`src/rtl/arb_pkg.sv`:
```
`timescale 1ns/1ps
package arb_pkg;
    typedef enum logic [1:0] {
        ST_OFF  = 2'd0,
        ST_PARK = 2'd1,
        ST_BUSY = 2'd2
    } arb_state_e;
endpackage

```
`src/rtl/arb_cfg_reg.sv`:
```
`timescale 1ns/1ps
module arb_cfg_reg #(
    parameter int N      = 6,
    parameter int CFG_W  = 16,
    parameter int EN_BIT = 15
) (
    input  logic             clk,
    input  logic             rst_n,
    input  logic             strap_arb_off,
    input  logic             cfg_wr,
    input  logic [CFG_W-1:0] cfg_wdata,
    output logic             arb_en,
    output logic [N-1:0]     high_grp
);
    // Strap is captured on every clock while reset is held
    always_ff @(posedge clk) begin
        if (!rst_n) begin
            arb_en   <= ~strap_arb_off;
            high_grp <= '1;
        end else if (cfg_wr) begin
            arb_en   <= cfg_wdata[EN_BIT];
            high_grp <= cfg_wdata[N-1:0];
        end
    end
endmodule

```
`src/rtl/rr_pick.sv`:
```
`timescale 1ns/1ps
module rr_pick #(
    parameter int N  = 6,
    localparam int IW = (N > 1) ? $clog2(N) : 1
) (
    input  logic [N-1:0]  vec,
    input  logic [IW-1:0] ptr,
    output logic          any,
    output logic [IW-1:0] idx
);
    always_comb begin
        any = 1'b0;
        idx = '0;
        for (int off = 0; off < N; off++) begin
            if (!any && vec[(int'(ptr) + off) % N]) begin
                any = 1'b1;
                idx = IW'((int'(ptr) + off) % N);
            end
        end
    end
endmodule

```
`src/rtl/hier_rr_arbiter.sv`:
```
`timescale 1ns/1ps
module hier_rr_arbiter #(
    parameter int N        = 6,
    parameter int SELF_IDX = 0,
    parameter int CFG_W    = 16,
    parameter int EN_BIT   = 15
) (
    input  logic             clk,
    input  logic             rst_n,
    input  logic             strap_arb_off,
    input  logic             cfg_wr,
    input  logic [CFG_W-1:0] cfg_wdata,
    input  logic [N-1:0]     req,
    input  logic             xfer_done,
    input  logic             bus_idle,
    output logic [N-1:0]     gnt
);
    import arb_pkg::*;

    localparam int SLOTS = N + 1;
    localparam int HPW   = $clog2(SLOTS);
    localparam int LPW   = $clog2(N);

    logic             arb_en;
    logic [N-1:0]     high_grp;
    logic [N-1:0]     low_vec;
    logic [SLOTS-1:0] slot_vec;
    logic             hi_any, lo_any, upd;
    logic [HPW-1:0]   hi_idx, hp, hp_nx;
    logic [LPW-1:0]   lo_idx, lp, lp_nx, gidx, gidx_nx, win_idx;
    arb_state_e       state, state_nx;

    arb_cfg_reg #(.N(N), .CFG_W(CFG_W), .EN_BIT(EN_BIT)) u_cfg (
        .clk(clk), .rst_n(rst_n), .strap_arb_off(strap_arb_off),
        .cfg_wr(cfg_wr), .cfg_wdata(cfg_wdata),
        .arb_en(arb_en), .high_grp(high_grp)
    );

    assign low_vec = req & ~high_grp;

    for (genvar i = 0; i < N; i++) begin : g_slot
        assign slot_vec[i] = req[i] & high_grp[i];
    end
    assign slot_vec[N] = |low_vec;

    rr_pick #(.N(SLOTS)) u_hi (.vec(slot_vec), .ptr(hp), .any(hi_any), .idx(hi_idx));
    rr_pick #(.N(N))     u_lo (.vec(low_vec),  .ptr(lp), .any(lo_any), .idx(lo_idx));

    assign upd     = xfer_done | bus_idle;
    assign win_idx = (hi_idx == HPW'(N)) ? lo_idx : hi_idx[LPW-1:0];

    // State register
    always_ff @(posedge clk) begin
        if (!rst_n) begin
            state <= ST_OFF;
            gidx  <= LPW'(SELF_IDX);
            hp    <= '0;
            lp    <= '0;
        end else begin
            state <= state_nx;
            gidx  <= gidx_nx;
            hp    <= hp_nx;
            lp    <= lp_nx;
        end
    end

    // Next-state and pointer logic
    always_comb begin
        state_nx = state;
        gidx_nx  = gidx;
        hp_nx    = hp;
        lp_nx    = lp;
        unique case (state)
            ST_OFF: begin
                if (arb_en) begin
                    state_nx = ST_PARK;
                    gidx_nx  = LPW'(SELF_IDX);
                end
            end
            ST_PARK, ST_BUSY: begin
                if (!arb_en) begin
                    state_nx = ST_OFF;
                end else if (upd) begin
                    if (hi_any) begin
                        state_nx = ST_BUSY;
                        gidx_nx  = win_idx;
                        if (hi_idx == HPW'(N)) begin
                            hp_nx = '0;
                            if (lo_any)
                                lp_nx = (lo_idx == LPW'(N - 1)) ? '0 : lo_idx + LPW'(1);
                        end else begin
                            hp_nx = hi_idx + HPW'(1);
                        end
                    end else begin
                        state_nx = ST_PARK;
                        gidx_nx  = LPW'(SELF_IDX);
                    end
                end
            end
            default: state_nx = ST_OFF;
        endcase
    end

    // Outputs
    always_comb begin
        gnt = '0;
        if (state != ST_OFF)
            gnt[gidx] = 1'b1;
    end

    assert_onehot_R1: assert property (@(posedge clk) disable iff (!rst_n)
        $onehot0(gnt));

    assert_hold_R5: assert property (@(posedge clk) disable iff (!rst_n)
        (state != ST_OFF && arb_en && !upd) |=> $stable(gnt));

    assert_off_R8: assert property (@(posedge clk) disable iff (!rst_n)
        !arb_en |=> (gnt == '0));

    assert_ptr_hold_R8: assert property (@(posedge clk) disable iff (!rst_n)
        !arb_en |=> ($stable(hp) && $stable(lp)));

    assert_park_R9: assert property (@(posedge clk) disable iff (!rst_n)
        (state != ST_OFF && arb_en && upd && req == '0) |=> (gnt == (N'(1) << SELF_IDX)));

    assert_winner_req_R3: assert property (@(posedge clk) disable iff (!rst_n)
        (state != ST_OFF && arb_en && upd && req != '0) |=> ((gnt & $past(req)) != '0));
endmodule

```
`config.mk`:
```
export PLATFORM = sky130hd
export DESIGN_NAME = hier_rr_arbiter
export DESIGN_NICKNAME = d
export VERILOG_FILES = /design/src/rtl/arb_pkg.sv /design/src/rtl/arb_cfg_reg.sv /design/src/rtl/rr_pick.sv /design/src/rtl/hier_rr_arbiter.sv
export SDC_FILE = /design/constraint.sdc
export NUM_CORES = 1
export LEC_CHECK = 0
export ABC_AREA = 1
export BUFFER_PORTS_ARGS = -buffer_cell sky130_fd_sc_hd__buf_2
export CELL_PAD_IN_SITES_DETAIL_PLACEMENT = 0
export CELL_PAD_IN_SITES_GLOBAL_PLACEMENT = 1
export CORE_ASPECT_RATIO = 1.5
export CORE_MARGIN = 2
export CORE_UTILIZATION = 39
export CTS_CLUSTER_DIAMETER = 150
export DETAILED_ROUTE_END_ITERATION = 7
export PLACE_DENSITY = 0.85
export SYNTH_ARGS = -nofsm -noshare
export SYNTH_HDL_FRONTEND = slang
export SYNTH_HIERARCHICAL = 1
export SYNTH_SLANG_ARGS = --single-unit
```
`constraint.sdc`:
```
create_clock -name clk -period 4 [get_ports clk]
set_input_delay 0.6 -clock clk [delete_from_list [all_inputs] [get_ports clk]]
set_output_delay 0.6 -clock clk [all_outputs]
set_load 0.05 [all_outputs]
```
[Word level (Yosys, flattened, before mapping)]
Cells that the tools add are included.
Cells by class
  shift operators: 0
  multipliers: 0
  muxes and demuxes: 83
  bitwise logic cells: 10
  div/mod/pow operators: 13
  add/subtract/negate cells: 13
  $lt $le $gt $ge: 15
  reduce and logical (&&, ||, !) cells: 32
  equal/unequal tests: 9
Operators with widths (number)
  less-than comparator 32 x 5 -> 1 bit (second input constant): 13
  remainder unit 32 x 4 -> 32 bit (second input constant): 11
  remainder unit 4 x 4 -> 32 bit (second input constant): 2
  two-way mux 3 bit: 20
  two-way mux 1 bit: 42
  binary-select mux 1 bit (select 3 bit): 13
  adder 3 x 3 -> 4 bit (second input constant): 5
  adder 3 x 2 -> 4 bit (second input constant): 4
  logical AND 1 bit: 12
  zero test 1 bit: 11
  adder 3 x 1 -> 4 bit (second input constant): 2
  two-way mux 2 bit: 4
  AND reduction 4 bit: 2
  adder 3 x 1 -> 3 bit (second input constant): 2
  AND 1 bit: 6
  AND 6 bit: 1
  equality test 3 bit (second input constant): 2
  two-way mux 6 bit: 1
  != test 2 x 1 -> 1 bit (second input constant): 3
  NOT 6 bit: 1
  case mux 3 bit (2 select lines): 1
  AND reduction 6 bit: 1
  OR reduction 6 bit: 1
  less-than comparator 3 x 4 -> 1 bit (second input constant): 1
  other kinds (13): 14
Word-level totals
  latch bits: 0
  memories: 0
  bits in read-only memories: 0
  flip-flop bits (word level): 18
  logic and storage cells: 181
  bits in writable memories: 0

[Depth between registers and ports, before layout]
Gate-level depths: netlist of the first run.
  word-level depth: 31
  gate-level depth with buffers: 31
  mapped depth without buffers: 30

[By module]
The synthesis of the first run kept the hierarchy.
Modules (own cells, without submodules)
  rr_pick at u_hi: cells an instance 345, instances 1, sequential area each 0.0 µm², area each 2033.2 µm²
  rr_pick at u_lo: cells an instance 177, instances 1, sequential area each 0.0 µm², area each 929.6 µm²
  hier_rr_arbiter: cells an instance 139, instances 1, sequential area each 220.2 µm², area each 799.5 µm²
  arb_cfg_reg: cells an instance 30, instances 1, sequential area each 150.1 µm², area each 246.5 µm²

[Least setup slack after synthesis of the first run]
No wires, ideal clock.
  path type: reg-to-reg
  from: reg hp[0]
  to: reg lp[0]
  slack: 0.196 ns
  period minus slack after synthesis: 3.804 ns
  data arrival time: 3.692 ns
  required time: 3.888 ns
  stages on the path, launching flop included: 29
  path through: dfxtp_1 > buf_6 > inv_2 > ha_1 > buf_4 > inv_2 > ha_1 > ha_1 > inv_1 > nand2_2 > nand2_1 > nand2_2 > ha_1 > nand3_4 > nand2_2 > nand2_2 > nand2_1 > nand2_1 > nand3_1 > nand2_2 > nand4_2 > nor2_4 > nand4_1 > nand3_1 > nand2_1 > nor3_1 > nand3_1 > nand2_1 > nor2_1
Between the ends
  word-level cells in the longest chain between the ends: 25
  elaborated cells between the ends (all ways): 62
  classes of those cells: add/sub (6); div (7); eq/ne (1); mux (35); reduce/logical (13)
RTL lines
  start: declaration: RTL line hier_rr_arbiter.sv:29  | logic [HPW-1:0] hi_idx, hp, hp_nx;
  start signal: assignment: RTL line hier_rr_arbiter.sv:62  | hp <= hp_nx;
  parallel branches: the longest is 22 deep, another holds remainder unit 32 x 4 -> 32 bit
  two-way mux 3 bit (*): RTL line rr_pick.sv:15  | if (!any && vec[(int'(ptr) + off) % N]) begin
  net hi_idx[2]: RTL line hier_rr_arbiter.sv:29
  equality test 3 bit (*): RTL line hier_rr_arbiter.sv:87  | if (hi_idx == HPW'(N)) begin
  AND reduction 6 bit (no source line) (*)
  end signal: assignment: RTL line hier_rr_arbiter.sv:63  | lp <= lp_nx;
  end: declaration: RTL line hier_rr_arbiter.sv:30  | logic [LPW-1:0] lo_idx, lp, lp_nx, gidx, gidx_nx, win_idx;
Mark *: on every way through the listed nets, which the timed path passes. The select of a mux whose other input is x is not followed.
A chain may end at the register's enable or synchronous reset.

[Worst setup path after layout of the first run]
  from: reg hp[0]
  to: reg lp[1]
The elaborated chain is that of the path after synthesis.

==> flow_summary.toml, run 1 <==
[worst_hold_path]
worstHoldStart = "gidx[1]"
hp-class = "reg -> reg"

[clock_network]
cts_tree = "built"
cts_buffer_depth = 2
numCtsBuffers = 3
cts.sinks = 18
clockRootBuffer = "clkbuf_16"
hold_buffers = 0
clkLatencyLatePin_ns = 0.25
htree_levels = 1
clk_pin_slew_ns = 0.06

[detailed_routing]
routed_wl_mm = 10.73
wl_per_cell_microns = 12.62
dr.pass1.iters = 4
vias_per_cell = 5.125
drc = 0
drtAntennaViolNets = 0
routed-via-count = 4356
drtIter0Drc = 176

[global_route]
grt_pass1_vias = 4064
grt_max_degree = 17
grt_pass1_wl_mm = 17.82
grt_overflow = 0
grt_use_total_pct = 19.28
antenna_found_initial = 0

[place]
portBuffers = 24
preCtsSetupSlack_ns = -0.04685
dpl.hpwl_mm = 8.911
place_congestion = 0.8855

[cells_and_area]
syn2layout_area_growth_pct = 13.67
diodes = 0
fin_nets = 800
drive_gt1_share_pct = 22.24
utilization_pct = 45.21

[synth]
syn_nets = 757
ys_async_sr_fraction_pct = 0
syn_area_sq_mm = 0.004009
synth_warnings = 6
synth_seq_cells = 18
synth_enable_flop_cells = 1
synth.avg_cell_area_sq_um = 5.802
synthDistinctLibCells = 47
seq_area_frac_synth_pct = 9.238
ys.flop_type = "dfxtp_1"
syn_inst = 691

[floorplan]
dieArea_sq_mm = 0.01112
die_width_microns = 86.78
start_util_pct = 39.78
rows = 45
die_h_microns = 128.2
ios = 34
coreArea_sq_mm = 0.01008

[worst_setup_path]
crit_type = "reg -> reg"
cp.required_ns = 4.19
endpoint_kind = "flip-flop"
timing.rr.start = "hp[0]"
startpoint_type = "flip-flop"
cp_max_fo = 7
cp_data_arrival_time_ns = 3.97
crit_start = "hp[0]"

[timing]
final-setup-viol-count = 0
final.setup.worst_slack_ns = 0.2206
max_freq_mhz = 264.6
max_slew.worst_pin.slew_ns = 0.6003
finalCritPeriodShare_pct = 94.48
drv_slew = 0
period_needed_ns = 3.779
hold_viol_final = 0
relSlewSlack_pct = 59.56
skew_ns = 0.002948

[power]
power_leakage_nw = 2.514
irDropWorstVdd_v = 0.0003274
p_per_area_mw_per_mm2 = 511.4

[job]
maxCapViolations = 0

[run_status]
status = "complete, no violations"
==> registers in the layout, indices dropped and copies added, names as in the netlist <==
name	flops
gidx	3
hp	3
lp	3
state	2
u_cfg/arb_en	1
u_cfg/high_grp	6
==> per-layer routing <==
| metal | part of all wire (%) | vias up | wire length (microns) | track usage, % |
|---|---|---|---|---|
| met1 | 40 | 1957 | 4280 | 20.99 |
| met2 | 56 | 79 | 6014 | 38.89 |
| li1 | - | 2306 | - | - |
| met5 | 0 | - | 0 | 0 |
| met4 | 1.8 | 0 | 195 | 4.963 |
| met3 | 2.2 | 14 | 234 | 0.9659 |
==> synth_stat cells (4+ instances only) <==
master	number	share of area, %
nand2_2	28	4.4
nand2_1	193	18
nor2_2	5	0.78
nand4_1	14	2.2
o211ai_1	5	0.94
o21ai_2	4	0.87
dfxtp_1	17	8.5
inv_2	19	1.8
nand2_4	6	1.7
nand3_4	4	1.7
o21ai_0	19	2.4
nand3_1	94	12
nor2_1	60	5.6
a21oi_1	14	1.7
xor2_1	7	1.5
ha_1	38	12
inv_1	96	9.0
nor3_1	6	0.75
o21ai_1	10	1.2
nand3_2	10	2.5
a21oi_2	4	0.87
==> stage by stage <==
step | instances | setup TNS [ns] | area (sq um) | total power [mW] | hold slack, ns
after floorplan | 691 | 0 | 4009 | 1.567 | 0.4493
after global placement | 843 | 0 | 4349 | 1.929 | 0.4654
after detailed placement | 843 | -0.1235 | 4349 | 1.973 | 0.4811
after CTS | 847 | 0 | 4439 | 2.208 | 0.4894
after global routing | 850 | -0.1816 | 4557 | 2.554 | 0.5141
final | 850 | 0 | 4557 | 2.331 | 0.4816
==> area by class of cell <==
class	instances	area [sq um]
clock buffers	4	88.84
fillers	1054	5522
inverters	119	449.2
multi-input cells	548	3226
flip-flops and latches	18	376.6
well taps	117	146.4
repair buffers	44	270.3
==> where the power goes <==
group          internal [mW]  leakage (nW)  switching (mW)
combinational          0.648          2.32            1.23
clock                  0.152        0.0442          0.0720
sequential             0.204         0.151          0.0241
total                   1.00          2.51            1.33
==> cell usage in the layout (no fill, tap or decap), drive strengths merged <==
master	instances
inv	116
edfxtp	1
buf	44
o211ai	6
or2	5
a311oi	1
nor3	7
nand2	227
clkbuf	4
nand3	108
a211o	1
clkinv	3
nand4	16
a31oi	2
dfxtp	17
nor2	69
xnor2	2
a211oi	1
o22ai	3
a21oi	18
ha	38
a32oi	1
nand3b	1
xor2	8
o21ai	34
==> final timing paths <==
path	endpoint	slack (ns)	cells after the start
setup / recovery	lp[1]	0.22	25
hold / removal	gidx[1]	0.48	2
setup reg to reg	lp[1]	0.22	25
hold reg to reg	gidx[1]	0.48	2
==> critical path, stage by stage (launching register included) <==
cell,delay [ns]
dfxtp_2,0.36
ha_2,0.19
inv_1,0.05
ha_1,0.29
inv_1,0.09
ha_1,0.20
ha_1,0.29
nor3_2,0.17
nand3_1,0.12
nand2_2,0.16
nand3_2,0.16
nand2_4,0.13
nand2_1,0.05
nand3_1,0.09
nand3_1,0.12
nand2_1,0.10
nand4_2,0.10
nor2_4,0.22
nand4_1,0.14
nand3_2,0.13
nand2_4,0.09
nor2_4,0.10
nand2_1,0.09
nor2_4,0.13
nor2_1,0.05
nor2_1,0.11
==> repair_timing <==
action,4_1_cts,5_1_grt
resized for setup,1,26
cloned,0,0
pin swaps,0,8
buffers inserted,0,3
endpoints found under the setup margin,3,10
hold endpoints to repair,0,0
==> cell families after synthesis <==
family,share of synthesized area (%)
AO/OA/AOI/OAI,11.17
buffers and inverters,12.55
flip-flops,9.239
XOR/XNOR,2.560
AND/OR/NAND/NOR,52.62
adder cells (fa/ha/maj),11.86
Note: power is estimated with default switching activity, not from simulation.
==> inputs of run 2 (changes only) <==
ABC_AREA = not set   (was 1)
CORE_UTILIZATION = 43   (was 39)
PLACE_DENSITY = 0.86   (was 0.85)
==> run 2 against run 1 <==
The run now ends with negative setup slack left. Flip-flop and latch count did not move. Worst setup slack got worse by 0.60 ns. Cell area rose by 31%. Fmax fell by 14%. Non-clock buffer count rose by 108.
==> flow_summary.toml, run 2 <==
[cells_and_area]
num-fill-cells = 831
ff_latch_area_sq_um = 376.6
mostFrequentLayoutCells = "buf_4, nand2_1, mux2i_1, nor2_1, inv_1"
syn2layout_area_growth_pct = 37.15
top_register = "u_cfg/high_grp"
drive_gt1_share_pct = 40.24
layout_commonest_cell = "buf_4"
diodes = 0
largest_register_ffs = 6
stdcell_area_sq_mm = 0.005958
fin_nets = 733
multi_input_area_sq_mm = 0.004086
utilization_pct = 61.15
finalNonFillerCells = 781

[global_route]
grt_pass1_wl_mm = 22.30
grt_overflow = 0
grt_use_total_pct = 24.83
grt_pass1_vias = 4935
grt_max_degree = 28
gr-usage-met2_pct = 48.88
antenna_found_initial = 0
global_route.usage.met1_pct = 24.70
gr-usage-met3_pct = 1.873
busiest_layer = "met2"

[detailed_routing]
routed_wl_mm = 14.00
dr.pass1.iters = 5
drtAntennaViolNets = 0
routed-via-count = 4856
wl_per_cell_microns = 17.93
drtIter0Drc = 297
drc = 0
vias_per_cell = 6.218

[clock_network]
numCtsBuffers = 3
clk_pin_slew_ns = 0.06
clockRootBuffer = "clkbuf_16"
cts.sinks = 18
cts_tree = "built"
hold_buffers = 0
cts_buffer_depth = 2
clkLatencyLatePin_ns = 0.26
htree_levels = 1

[place]
post_dp_cell_area_sq_mm = 0.005355
preCtsSetupSlack_ns = -0.6181
dpl.hpwl_mm = 10.53
portBuffers = 24
place_congestion = 0.9451
place_inst = 761

[timing]
whs_ns = 0.4933
period_needed_ns = 4.382
final.setup.worst_slack_ns = -0.3821
relSlewSlack_pct = 62.90
hold_viol_final = 0
finalCritPeriodShare_pct = 109.6
max_slew.worst_pin.slew_ns = 0.5546
skew_ns = 0.005883
drv_slew = 0
tns_ns = -2.633
final-setup-viol-count = 9
rsz0062_at_grt = "true"
max_freq_mhz = 228.2

[floorplan]
dieArea_sq_mm = 0.01094
coreArea_sq_mm = 0.009744
die_width_microns = 86.07
die_h_microns = 127.1
ios = 34
start_util_pct = 44.58
rows = 44

[power]
power_leakage_nw = 2.561
power_mw = 2.458
irDropWorstVdd_v = 0.0002235
p_per_area_mw_per_mm2 = 412.6

[run_status]
violations = "negative setup slack"
status = "complete, but fails checks"

[synth]
ys_async_sr_fraction_pct = 0
syn_inst = 541
seq_area_frac_synth_pct = 8.525
synth_seq_cells = 18
synth_commonest_cells = "mux2i_1, nand2_1, ha_1"
syn_nets = 607
yosysTopAreaCellShare_pct = 10.94
synth_warnings = 6
syn_area_sq_mm = 0.004344
synth_enable_flop_cells = 1
synthDistinctLibCells = 99
yosysMostFrequentCell = "mux2i_1"
synth.avg_cell_area_sq_um = 8.030
synth_top_area_cell = "ha_1"
ys.flop_type = "dfxtp_1"
synthTopCellsByArea = "ha_1, mux2i_1, dfxtp_1"

[worst_hold_path]
worstHoldStart = "u_cfg/high_grp[3]"
hold_end = "u_cfg/high_grp[3]"
min_path_cells = 2
hp-class = "reg -> reg"

[worst_setup_path]
cp_data_arrival_time_ns = 4.53
cp_max_fo = 5
rrSetupSlack_ns = -0.38
r2r.worst_path.cells = 22
crit_type = "reg -> reg"
timing.rr.start = "hp[1]"
cp.required_ns = 4.15
timing.rr.end = "hp[1]"
startpoint_type = "flip-flop"
endpoint_kind = "flip-flop"

[job]
maxCapViolations = 0
==> run 2: changes by cell type in the layout (fill, tap and decap cells not counted), moves of 28 or more <==
cell	previous run	this run
mux2i_1	0	40
buf_4	20	117
inv_1	95	25
nor2_1	57	26
nand2_1	189	41
nand2_2	28	0
nand3_1	91	14
==> run 2: cell families (layout without fill, tap and decap cells) <==
family	count (synthesis)	after routing	synth area share, %
AO/OA/AOI/OAI	152	152	26.99
XOR/XNOR	15	15	3.975
adder cells (fa/ha/maj)	38	38	10.94
buffers and inverters	64	189	7.258
flip-flops	18	18	8.525
multiplexers	65	65	16.85
AND/OR/NAND/NOR	189	189	25.46
==> run 2: worst max-delay path by stage <==
stage          startpoint  depth (start not counted)  endpoint  slack (ns)
2_1_floorplan       hp[0]                         24     lp[0]       -0.87
3_3_place_gp        hp[0]                         20     lp[2]       -0.48
3_5_place_dp        hp[1]                         19     lp[2]       -0.62
4_1_cts             hp[1]                         18     lp[2]       -0.32
5_1_grt             hp[1]                         22     hp[1]       -0.55
6_report            hp[1]                         22     hp[1]       -0.38
==> run 2: area by class of cell <==
type,instances,share of cell area [%]
clock buffers,3,1.260
clock inverters,1,0.06300
well taps,115,2.415
flip-flops and latches,18,6.321
multi-input cells,459,68.58
inverters,33,2.373
repair buffers,152,18.98
==> run 2: where the power goes <==
group          internal (mW)  total (mW)  switching (mW)
clock                  0.133       0.212          0.0789
combinational           1.03        2.03            1.01
sequential             0.198       0.215          0.0162
total                   1.36        2.46            1.10
==> run 2: per-layer routing <==
| layer | vias to the layer above | part of all wire [%] |
|---|---|---|
| li1 | 2293 | - |
| met1 | 2322 | 36 |
| met2 | 174 | 56 |
| met3 | 67 | 3.7 |
| met4 | 0 | 5.2 |
| met5 | - | 0 |
==> run 2: repair_timing <==
action                                  CTS  global route
endpoints found under the setup margin    9            10
pin swaps                                24            11
buffers inserted                         13             4
gates resized for setup                  51            26
==> run 2: worst max-delay path, stage by stage, from the launching register on <==
cell	delay (ns)
dfxtp_2	0.36
buf_6	0.14
inv_6	0.05
ha_4	0.25
ha_4	0.17
ha_4	0.15
a311o_1	0.29
and2_4	0.15
ha_4	0.18
and2_4	0.15
a211oi_2	0.18
o32ai_1	0.09
a2111o_1	0.42
o22ai_2	0.18
or4b_4	0.52
buf_4	0.17
nor2_4	0.09
nor4_4	0.05
buf_4	0.16
buf_6	0.12
nand2b_1	0.10
o211ai_1	0.12
o211a_1	0.14
==> inputs of run 3 (changes only) <==
MAX_ROUTING_LAYER = met4   (was not set)
==> run 3 against run 2 <==
Power fell by 1.9%. Register-to-register slack worse by 0.06 ns. Clock power about the same. Largest cell class unchanged. Flip-flop and latch count is the same. Critical endpoint is now lp[2]. Global-route usage increased by 0.59 points. The flow still finishes with violations (negative setup slack). Cell area down 0.19%.
==> flow_summary.toml, run 3 (same netlist as run 2, synthesis figures left out) <==
[cells_and_area]
drive_gt1_share_pct = 40.81
syn2layout_area_growth_pct = 36.90
diodes = 0
fin_nets = 736
largest_register_ffs = 6
layout_commonest_cell = "buf_4"
mostFrequentLayoutCells = "buf_4, nand2_1, mux2i_1, nor2_1, inv_1"
top_register = "u_cfg/high_grp"

[worst_setup_path]
startpoint_type = "flip-flop"
cp.required_ns = 4.15
endpoint_kind = "flip-flop"
cp_max_fo = 5
crit_type = "reg -> reg"
cp_data_arrival_time_ns = 4.59

[floorplan]
rows = 44
ios = 34
dieArea_sq_mm = 0.01094
coreArea_sq_mm = 0.009744
die_width_microns = 86.07
start_util_pct = 44.58
die_h_microns = 127.1

[clock_network]
cts.sinks = 18
clockRootBuffer = "clkbuf_16"
clkLatencyLatePin_ns = 0.26
clk_pin_slew_ns = 0.06
cts_buffer_depth = 2
htree_levels = 1
cts_tree = "built"
hold_buffers = 0
numCtsBuffers = 3

[timing]
relSlewSlack_pct = 65.49
finalCritPeriodShare_pct = 111.0
hold_viol_final = 0
max_freq_mhz = 225.2
drv_slew = 0
skew_ns = 0.002508
whs_ns = 0.4913
period_needed_ns = 4.441
final.setup.worst_slack_ns = -0.4409
max_slew.worst_pin.slew_ns = 0.5140
final-setup-viol-count = 9
rsz0062_at_grt = "true"
tns_ns = -3.145

[run_status]
status = "complete, but fails checks"
violations = "negative setup slack"

[worst_hold_path]
hp-class = "reg -> reg"

[detailed_routing]
routed-via-count = 4802
vias_per_cell = 6.125
drtIter0Drc = 297
routed_wl_mm = 13.84
drc = 0
drtAntennaViolNets = 0
wl_per_cell_microns = 17.65
dr.pass1.iters = 5

[global_route]
grt_pass1_wl_mm = 22.13
grt_pass1_vias = 4868
grt_max_degree = 28
grt_use_total_pct = 25.42
grt_overflow = 0
antenna_found_initial = 0

[place]
place_congestion = 0.9449
dpl.hpwl_mm = 10.69
portBuffers = 24

[power]
p_per_area_mw_per_mm2 = 405.4
power_leakage_nw = 2.590
irDropWorstVdd_v = 0.0001962

[job]
maxCapViolations = 0
-- run 3: layer usage --
layer  vias to the layer above  GRT usage, %  part of all wire [%]
li1                       2311             -                     -
met1                      2279         24.48                    36
met2                       155         48.88                    56
met3                        57         1.550                   2.8
met4                         0         14.10                   4.9
met5                         -             -                     0
-- run 3: through the flow --
stage	power, mW	utilization, %	area (sq um)	setup WS (ns)	cells
after global placement	1.760	55.11	5370	-0.4992	763
after global routing	2.560	61.03	5947	-0.5903	784
after CTS	2.189	58.42	5693	-0.4308	777
after detailed placement	1.815	55.11	5370	-0.6390	763
after floorplan	1.240	-	4452	-0.8688	541
final	2.411	61.03	5947	-0.4409	784
-- run 3: path summary, 6_finish.rpt --
| path | startpoint | end | slack (ns) | cells after the start |
|---|---|---|---|---|
| setup / recovery | hp[1] | lp[2] | -0.44 | 20 |
| hold / removal | u_cfg/high_grp[3] | u_cfg/high_grp[3] | 0.49 | 2 |
| setup reg to reg | hp[1] | lp[2] | -0.44 | 20 |
| hold reg to reg | u_cfg/high_grp[3] | u_cfg/high_grp[3] | 0.49 | 2 |
-- run 3: report_power, final --
group | switching [mW] | internal [mW] | leakage (nW) | total [mW]
clock network | 0.0800 | 0.134 | 0.0385 | 0.214
registers | 0.0149 | 0.198 | 0.150 | 0.213
logic | 0.979 | 1.01 | 2.40 | 1.98
-- run 3: cell type report --
| class | count | area [sq um] |
|---|---|---|
| multi-input cells | 459 | 4065 |
| fillers | 859 | 3797 |
| repair buffers | 155 | 1146 |
| flip-flops and latches | 18 | 375.4 |
| well taps | 115 | 143.9 |
| inverters | 33 | 137.6 |
| clock buffers | 3 | 75.07 |
| clock inverters | 1 | 3.754 |
-- run 3: worst max-delay path, stage by stage, from the launching register on --
cell,delay (ns)
dfxtp_2,0.34
buf_6,0.11
clkinvlp_4,0.12
ha_4,0.28
ha_4,0.18
ha_4,0.16
a311o_1,0.31
and2_4,0.16
ha_4,0.18
inv_6,0.05
a211oi_2,0.04
o21ai_2,0.16
o311ai_1,0.13
a2111o_1,0.45
o22ai_2,0.19
or4b_4,0.53
o2111a_1,0.19
nor4_4,0.16
and4b_4,0.25
and2_4,0.15
o211a_1,0.19
-- run 3: timing repair --
action,CTS,global route
resized for setup,33,40
buffers inserted,10,7
pin swaps,16,19
endpoints found under the setup margin,9,11
